`config.mk`:
```
export PLATFORM = sky130hd
export DESIGN_NAME = tbcmp_top
export DESIGN_NICKNAME = d
export VERILOG_FILES = /design/src/rtl/tbcmp_pkg.sv /design/src/rtl/tbcmp_counter.sv /design/src/rtl/tbcmp_ref_unit.sv /design/src/rtl/tbcmp_level_steer.sv /design/src/rtl/tbcmp_top.sv
export SDC_FILE = /design/constraint.sdc
export NUM_CORES = 1
export LEC_CHECK = 0
export BUFFER_PORTS_ARGS = -buffer_cell sky130_fd_sc_hd__buf_2
export CAP_MARGIN = 15
export CORE_MARGIN = 2
export CORE_UTILIZATION = 55
export DETAILED_ROUTE_END_ITERATION = 8
export PLACE_DENSITY = 0.84
export SLEW_MARGIN = 20
export SYNTH_ARGS = -nofsm -noshare
export SYNTH_HDL_FRONTEND = slang
export SYNTH_SLANG_ARGS = --single-unit
```
`constraint.sdc`:
```
create_clock -name clk -period 4.1 [get_ports clk]
set_input_delay 0.82 -clock clk [delete_from_list [all_inputs] [get_ports clk]]
set_output_delay 0.82 -clock clk [all_outputs]
set_load 0.005 [all_outputs]
```
`src/rtl/tbcmp_pkg.sv`:
```
package tbcmp_pkg;
  typedef enum logic [2:0] {
    RA_COUNT  = 3'd0,
    RA_REF_A  = 3'd1,
    RA_REF_B  = 3'd2,
    RA_ENABLE = 3'd3,
    RA_STATUS = 3'd4,
    RA_LEVEL  = 3'd5
  } reg_addr_e;
endpackage

```
`src/rtl/tbcmp_counter.sv`:
```
module tbcmp_counter #(
  parameter int CNT_W = 32
) (
  input  logic             clk,
  input  logic             rst_n,
  input  logic             tick,
  input  logic             load,
  input  logic [CNT_W-1:0] load_val,
  output logic [CNT_W-1:0] count
);
  localparam logic [CNT_W-1:0] ONE = CNT_W'(1);

  always_ff @(posedge clk) begin
    if (!rst_n)      count <= '0;
    else if (load)   count <= load_val;
    else if (tick)   count <= count + ONE;
  end
endmodule

```
`src/rtl/tbcmp_ref_unit.sv`:
```
module tbcmp_ref_unit #(
  parameter int CNT_W = 32
) (
  input  logic             clk,
  input  logic             rst_n,
  input  logic [CNT_W-1:0] count,
  input  logic             ref_we,
  input  logic [CNT_W-1:0] ref_wval,
  input  logic             en_we,
  input  logic             en_wval,
  input  logic             st_clr,
  output logic [CNT_W-1:0] ref_val,
  output logic             en,
  output logic             st,
  output logic             req
);
  logic hit;

  assign hit = (count == ref_val);
  assign req = st & en;

  always_ff @(posedge clk) begin
    if (!rst_n) begin
      ref_val <= '1;
      en      <= 1'b0;
      st      <= 1'b0;
    end else begin
      if (ref_we) ref_val <= ref_wval;
      if (en_we)  en      <= en_wval;
      st <= (st & ~st_clr) | hit;
    end
  end
endmodule

```
`src/rtl/tbcmp_level_steer.sv`:
```
module tbcmp_level_steer #(
  parameter int NUM_LVL = 8
) (
  input  logic               req,
  input  logic [NUM_LVL-1:0] level,
  output logic [NUM_LVL-1:0] line
);
  logic single;

  assign single = (level != '0) && ((level & (level - NUM_LVL'(1))) == '0);

  for (genvar k = 0; k < NUM_LVL; k++) begin : g_line
    assign line[k] = req & single & level[NUM_LVL-1-k];
  end
endmodule

```
`src/rtl/tbcmp_top.sv`:
```
module tbcmp_top
  import tbcmp_pkg::*;
#(
  parameter int CNT_W   = 32,
  parameter int NUM_LVL = 8
) (
  input  logic               clk,
  input  logic               rst_n,
  input  logic               tick,
  input  logic               wr_en,
  input  logic [2:0]         addr,
  input  logic [CNT_W-1:0]   wdata,
  output logic [CNT_W-1:0]   rdata,
  output logic               irq_req,
  output logic [NUM_LVL-1:0] irq_line
);
  localparam int NUM_REF = 2;

  logic [CNT_W-1:0]              cnt_q;
  logic [NUM_REF-1:0][CNT_W-1:0] ref_q;
  logic [NUM_REF-1:0]            en_q;
  logic [NUM_REF-1:0]            st_q;
  logic [NUM_REF-1:0]            req_v;
  logic [NUM_LVL-1:0]            level_q;

  logic wr_cnt, wr_en_reg, wr_st, wr_lvl;

  assign wr_cnt    = wr_en && (addr == RA_COUNT);
  assign wr_en_reg = wr_en && (addr == RA_ENABLE);
  assign wr_st     = wr_en && (addr == RA_STATUS);
  assign wr_lvl    = wr_en && (addr == RA_LEVEL);

  tbcmp_counter #(.CNT_W(CNT_W)) u_cnt (
    .clk      (clk),
    .rst_n    (rst_n),
    .tick     (tick),
    .load     (wr_cnt),
    .load_val (wdata),
    .count    (cnt_q)
  );

  for (genvar n = 0; n < NUM_REF; n++) begin : g_ref
    tbcmp_ref_unit #(.CNT_W(CNT_W)) u_ref (
      .clk      (clk),
      .rst_n    (rst_n),
      .count    (cnt_q),
      .ref_we   (wr_en && (addr == 3'(int'(RA_REF_A) + n))),
      .ref_wval (wdata),
      .en_we    (wr_en_reg),
      .en_wval  (wdata[n]),
      .st_clr   (wr_st && wdata[n]),
      .ref_val  (ref_q[n]),
      .en       (en_q[n]),
      .st       (st_q[n]),
      .req      (req_v[n])
    );
  end

  always_ff @(posedge clk) begin
    if (!rst_n)      level_q <= '0;
    else if (wr_lvl) level_q <= wdata[NUM_LVL-1:0];
  end

  assign irq_req = |req_v;

  tbcmp_level_steer #(.NUM_LVL(NUM_LVL)) u_steer (
    .req   (irq_req),
    .level (level_q),
    .line  (irq_line)
  );

  always_comb begin
    rdata = '0;
    case (addr)
      RA_COUNT:  rdata = cnt_q;
      RA_REF_A:  rdata = ref_q[0];
      RA_REF_B:  rdata = ref_q[1];
      RA_ENABLE: rdata[NUM_REF-1:0] = en_q;
      RA_STATUS: rdata[NUM_REF-1:0] = st_q;
      RA_LEVEL:  rdata[NUM_LVL-1:0] = level_q;
      default:   rdata = '0;
    endcase
  end
endmodule

```
# [Yosys cells after proc, flatten, opt, wreduce, memory -nomap -nowiden]
# Index checks and enable logic that the tools add are counted.
[totals] regBits=108 latchBits=0 ram_bits=0 mem_bits_ro=0 input_bits=39 output_inout_bits=41 word_cells=54 memories=0
[op_classes] addsub=2 n_mul=0 div=0 order_cmp=0 eq_ne=7 shift=0 n_mux=5 bitwise_logic=18 n_reduce_logical=14
[op_table] operator="$pmux 24 s3" count=1
[op_table] operator="$eq 32x32->1" count=2
[op_table] operator="$mux 32" count=2
[op_table] operator="$add 32x1->32 const B" count=1
[op_table] operator="$pmux 6 s4" count=1
[op_table] operator="$and 1x1->1" count=13
[op_table] operator="$pmux 2 s6" count=1
[op_table] operator="$logic_and 1x1->1" count=9
[op_table] operator="$and 8x8->8" count=1
[op_table] operator="$logic_not 8->1" count=1
[op_table] operator="$reduce_bool 8->1" count=1
[op_table] operator="$sub 8x1->8 const B" count=1
[op_table] operator="$eq 3x2->1 const B" count=2
[op_table] operator="$eq 3x3->1 const B" count=2
[op_table] operator="$eq 3x1->1 const B" count=1
[op_table] operator="$logic_not 3->1" count=1
[op_table] operator="$not 1->1" count=2
[op_table] operator="$or 1x1->1" count=2
[op_table] operator="$reduce_bool 2->1" count=1
[op_table] operator="$reduce_or 2->1" count=1

# [Longest topological paths before layout]
[logic_depth] ltp_word=6 mapped_depth=7 depth_no_buf=6

# [By module]
# A second synthesis with hierarchy kept.
[unflattened] hier_cells=765 hier_area_um2=6456.2
[by_module_without_submodules] mod="tbcmp_ref_unit" instances=2 cells_per_inst=154 area_per_inst_um2=1537.7
[by_module_without_submodules] mod="tbcmp_counter" instances=1 cells_per_inst=236 area_per_inst_um2=1860.5
[by_module_without_submodules] mod="tbcmp_top" instances=1 cells_per_inst=192 area_per_inst_um2=1340.0
[by_module_without_submodules] mod="tbcmp_level_steer" instances=1 cells_per_inst=29 area_per_inst_um2=180.2

# [Worst setup path before layout]
# OpenSTA, ideal clock, no wires.
[synth_timing] path_kind="input port to output port" startpoint="in addr[0]" endpoint="out rdata[11]" arrival_time_ps=2049 required_time_ps=3280 setup_slack_ps=1231 stages=6 path_cell_list="buf_1 -> clkbuf_1 -> buf_1 -> nor2_1 -> a21oi_1 -> nor2_1"
[synth_between] elab_chain_len=2
[synth_rtl] element="start: declaration" line="tbcmp_top.sv:11" text="input logic [2:0] addr,"
[synth_rtl] element="$eq 3x2->1 (tied with other cells)" line="tbcmp_top.sv:74" text="case (addr)"
[synth_rtl] element="$pmux 24 s3 *" line="tbcmp_top.sv:74"
[synth_rtl] element="end: declaration" line="tbcmp_top.sv:13" text="output logic [CNT_W-1:0] rdata,"
# Mark *: on every way between the ends. The rest lies on a longest branch, timed or not.

# [Final worst setup path]
[layout_timing] startpoint="in addr[1]" endpoint="out rdata[7]"
[layout_between] elab_chain_len=2
[layout_rtl] element="$eq 3x3->1 (tied with other cells)" line="tbcmp_top.sv:74"
[layout_rtl] element="$pmux 6 s4 *" line="tbcmp_top.sv:74"
# Marks and branches as above.

==> metrics.txt <==
status=finished clean; skew final=0.00704 ns; final-layout fill cell count=995; Setup crit start kind=input pin; worst hold start=g_ref[1].u_ref.ref_val[21]; Crit. Startpoint=addr[1]; Worst Path Arrival=2.33 ns; Hold Crit Class=flop to flop; clock latency on the worst-skew pair=0.36 ns; final core occ=61.2%; Die Height=111 µm; Async S/R FF share, synth=0%; core area=0.0113 mm²; post-route clock period utilization=76.7%; unrepaired setup endpoints after global routing=false; CTS Hold Buffers Added=0; total CTS buffers=9; crit path buf inv count=3; Synth Net Count=881; compound-gate portion of the synthesized area=9.84%; RD Place Congestion=0.911; number of I/O port buffers=79; WS Path Type=input pin to primary output; Post-Route WL=18.2 mm; delay-heaviest family, CP=buffers and inverters; Area growth syn-to-layout=9.66%; global-route wire length before repair=29.1 mm; Synth cell types=48; Die ar.=0.0123 mm²; power per cell area=337 mW/mm²; Achievable Freq=about 320 MHz; chip width=about 110 µm; via count=6064; Ys Warns=0; Post-Syn Area=around 0.0063 mm²; clock sinks=around 110; fin. max-slew vios=0; num rows=39; initial core utilization=around 56%; largest net degree at the start of global routing=45; Crit Reg-Reg Startpoint=u_cnt.count[2]; Tightest Pin Transition=0.844 ns; Synth top cells by count=164 x nand2_1, 108 x dfxtp_1, 82 x xnor2_1, 80 x nand3_1, 73 x nor2_1; Mean Syn Cell Area=7.48 µm²; Clock Pin Slew Worst Setup and Hold Paths=0.07 ns; Antenna diodes=0; DR vias/cell=6.01; vias in the first global route=5571; largest stage delay on the critical path=0.48 ns; Clock Tree Buf Depth=2; count leader, synth=nand2_1; CTS tree=built; # IOs=80; drt first pass iters=7; GRT Total Usage=29.4%; dpl hpwl=approximately 13 mm; wire length per cell=18.0 µm; critical path's most frequent cell=buf_2; Setup crit end kind=primary output; Post-synth EDFFs=0; post-synthesis simple-gate area fraction=30.4%; part of the Yosys area used for sequential elements=34.4%; root buf cell=clkbuf_16; share of cells above drive strength 1=14.2%; area leader, netlist=dfxtp_1; Worst Path Max Fanout=25; WP data required=3.28 ns; CP Cell Sequence=buf_2 > nor2_1 > buf_4 > and2_0 > nand2_1 > o21ai_0 > buf_2; Final TNS setup=0 ns; VDD IR-drop max=0.000249 V; Final Hold Fails=0; adder-cell share of the synthesized area=0.358%; post-synthesis mux area share=5.94%; remaining max-slew budget at the tightest pin=approximately 44%; Overflow after GRT=0; nets=about 900; CP max stage cell=buf_2; XOR/XNOR share of the synthesized area=13.4%; DR iter-0 viols=557; Synth Flop Type=dfxtp_1; Mapped Cells=841; DP Area=0.00661 mm²; H-Tree Depth=3; main combinational cell family by area after synthesis=simple AND/OR/NAND/NOR gates; Lkg Pwr=2.88 nW; max cap viols=0; setup bufs post-CTS=0; Final Setup Violations=0; DRC Markers=0; synth top area cells=dfxtp_1 34%, xnor2_1 11%, nand2_1 9.8%; DRT antenna net count=0; share of the synthesized area in the top cell type=34.4%; initial antenna violation count=0; fin crit period=~3.1 ns; Seq cells post-synth=108; fin area=a little under 0.007 mm²; number of gates resized after cts=0
## where the power goes
group	total (mW)	switching (mW)	internal (mW)	leakage [nW]
clock network	0.858	0.413	0.445	0.134
logic	0.321	0.186	0.135	1.87
registers	1.14	0.0583	1.09	0.880
total	2.32	0.657	1.67	2.88
## per-stage QoR
stage / worst slack [ns] / power [mW] / hold WS [ns] / std cells
after global routing: 0.791 / 2.40 / 0.521 / 1009
final: 0.955 / 2.32 / 0.500 / 1009
after detailed placement: 0.992 / 1.48 / 0.491 / 993
after CTS: 0.945 / 2.32 / 0.501 / 1009
after global placement: 1.02 / 1.47 / 0.483 / 993
after floorplan: 1.23 / 1.37 / 0.470 / 841
## cell type report
cell class / instances / area, µm² / area share (%)
Multi-Input combinational cell: 646 / 3770 / 54.6
Sequential cell: 108 / 2160 / 31.3
Timing Repair Buffer: 91 / 485 / 7.03
Clock buffer: 11 / 253 / 3.66
Tap cell: 143 / 179 / 2.59
Clock inverter: 5 / 36.3 / 0.526
Inverter: 5 / 18.8 / 0.272
## metal layers
metal	vias to the layer above	wire [µm]	track usage, %
met4	0	700	13.8
met1	2830	7640	39.5
met5	-	0	0
met3	48	1680	6.62
li1	2881	-	-
met2	305	8150	45.0
## logic make-up after synthesis
family,after synthesis
flip-flops,108
AO/OA/AOI/OAI,112
XOR/XNOR,96
adder cells (fa/ha/maj),2
multiplexers,36
AND/OR/NAND/NOR,400
buffers and inverters,87
## sequential cells by signal, summed over array words and instances (netlist names)
register	count
g_ref.u_ref.en	2
g_ref.u_ref.ref_val	64
g_ref.u_ref.st	2
level_q	8
u_cnt.count	32
## worst paths after layout
| path | cells past startpoint | endpoint | slack, ns |
|---|---|---|---|
| max | 7 | rdata[7] | 0.95 |
| min | 2 | g_ref[1].u_ref.ref_val[21] | 0.50 |
| max reg2reg | 5 | u_cnt.count[14] | 1.54 |
| min reg2reg | 2 | g_ref[1].u_ref.ref_val[21] | 0.50 |
## cell usage in the layout (no fill, tap or decap), drive strengths merged, types with 2 or more instances in the layout
| cell | Yosys | final |
|---|---|---|
| nor3 | 10 | 10 |
| and2 | 3 | 3 |
| nor4b | 2 | 2 |
| nor4 | 11 | 11 |
| o21ai | 29 | 29 |
| nand3 | 80 | 80 |
| dfxtp | 108 | 108 |
| a211oi | 7 | 7 |
| a22oi | 2 | 2 |
| nand4 | 26 | 26 |
| xor2 | 14 | 14 |
| a221oi | 2 | 2 |
| xnor2 | 82 | 82 |
| or4 | 3 | 3 |
| nor3b | 4 | 4 |
| o22ai | 4 | 4 |
| and3 | 7 | 7 |
| inv | 5 | 5 |
| buf | 22 | 91 |
| nor2 | 73 | 73 |
| mux2i | 34 | 34 |
| nor2b | 8 | 8 |
| nand2 | 164 | 164 |
| clkinvlp | 0 | 3 |
| and4 | 8 | 8 |
| a21oi | 64 | 64 |
| clkbuf | 60 | 11 |
| clkinv | 0 | 2 |
## tightest hold or removal path: cells and delay by family, from the launching register on
kind,cells,cell delay [ns]
flops,1,0.33
simple gates,2,0.12
Power figures use the tool's default switching activity.
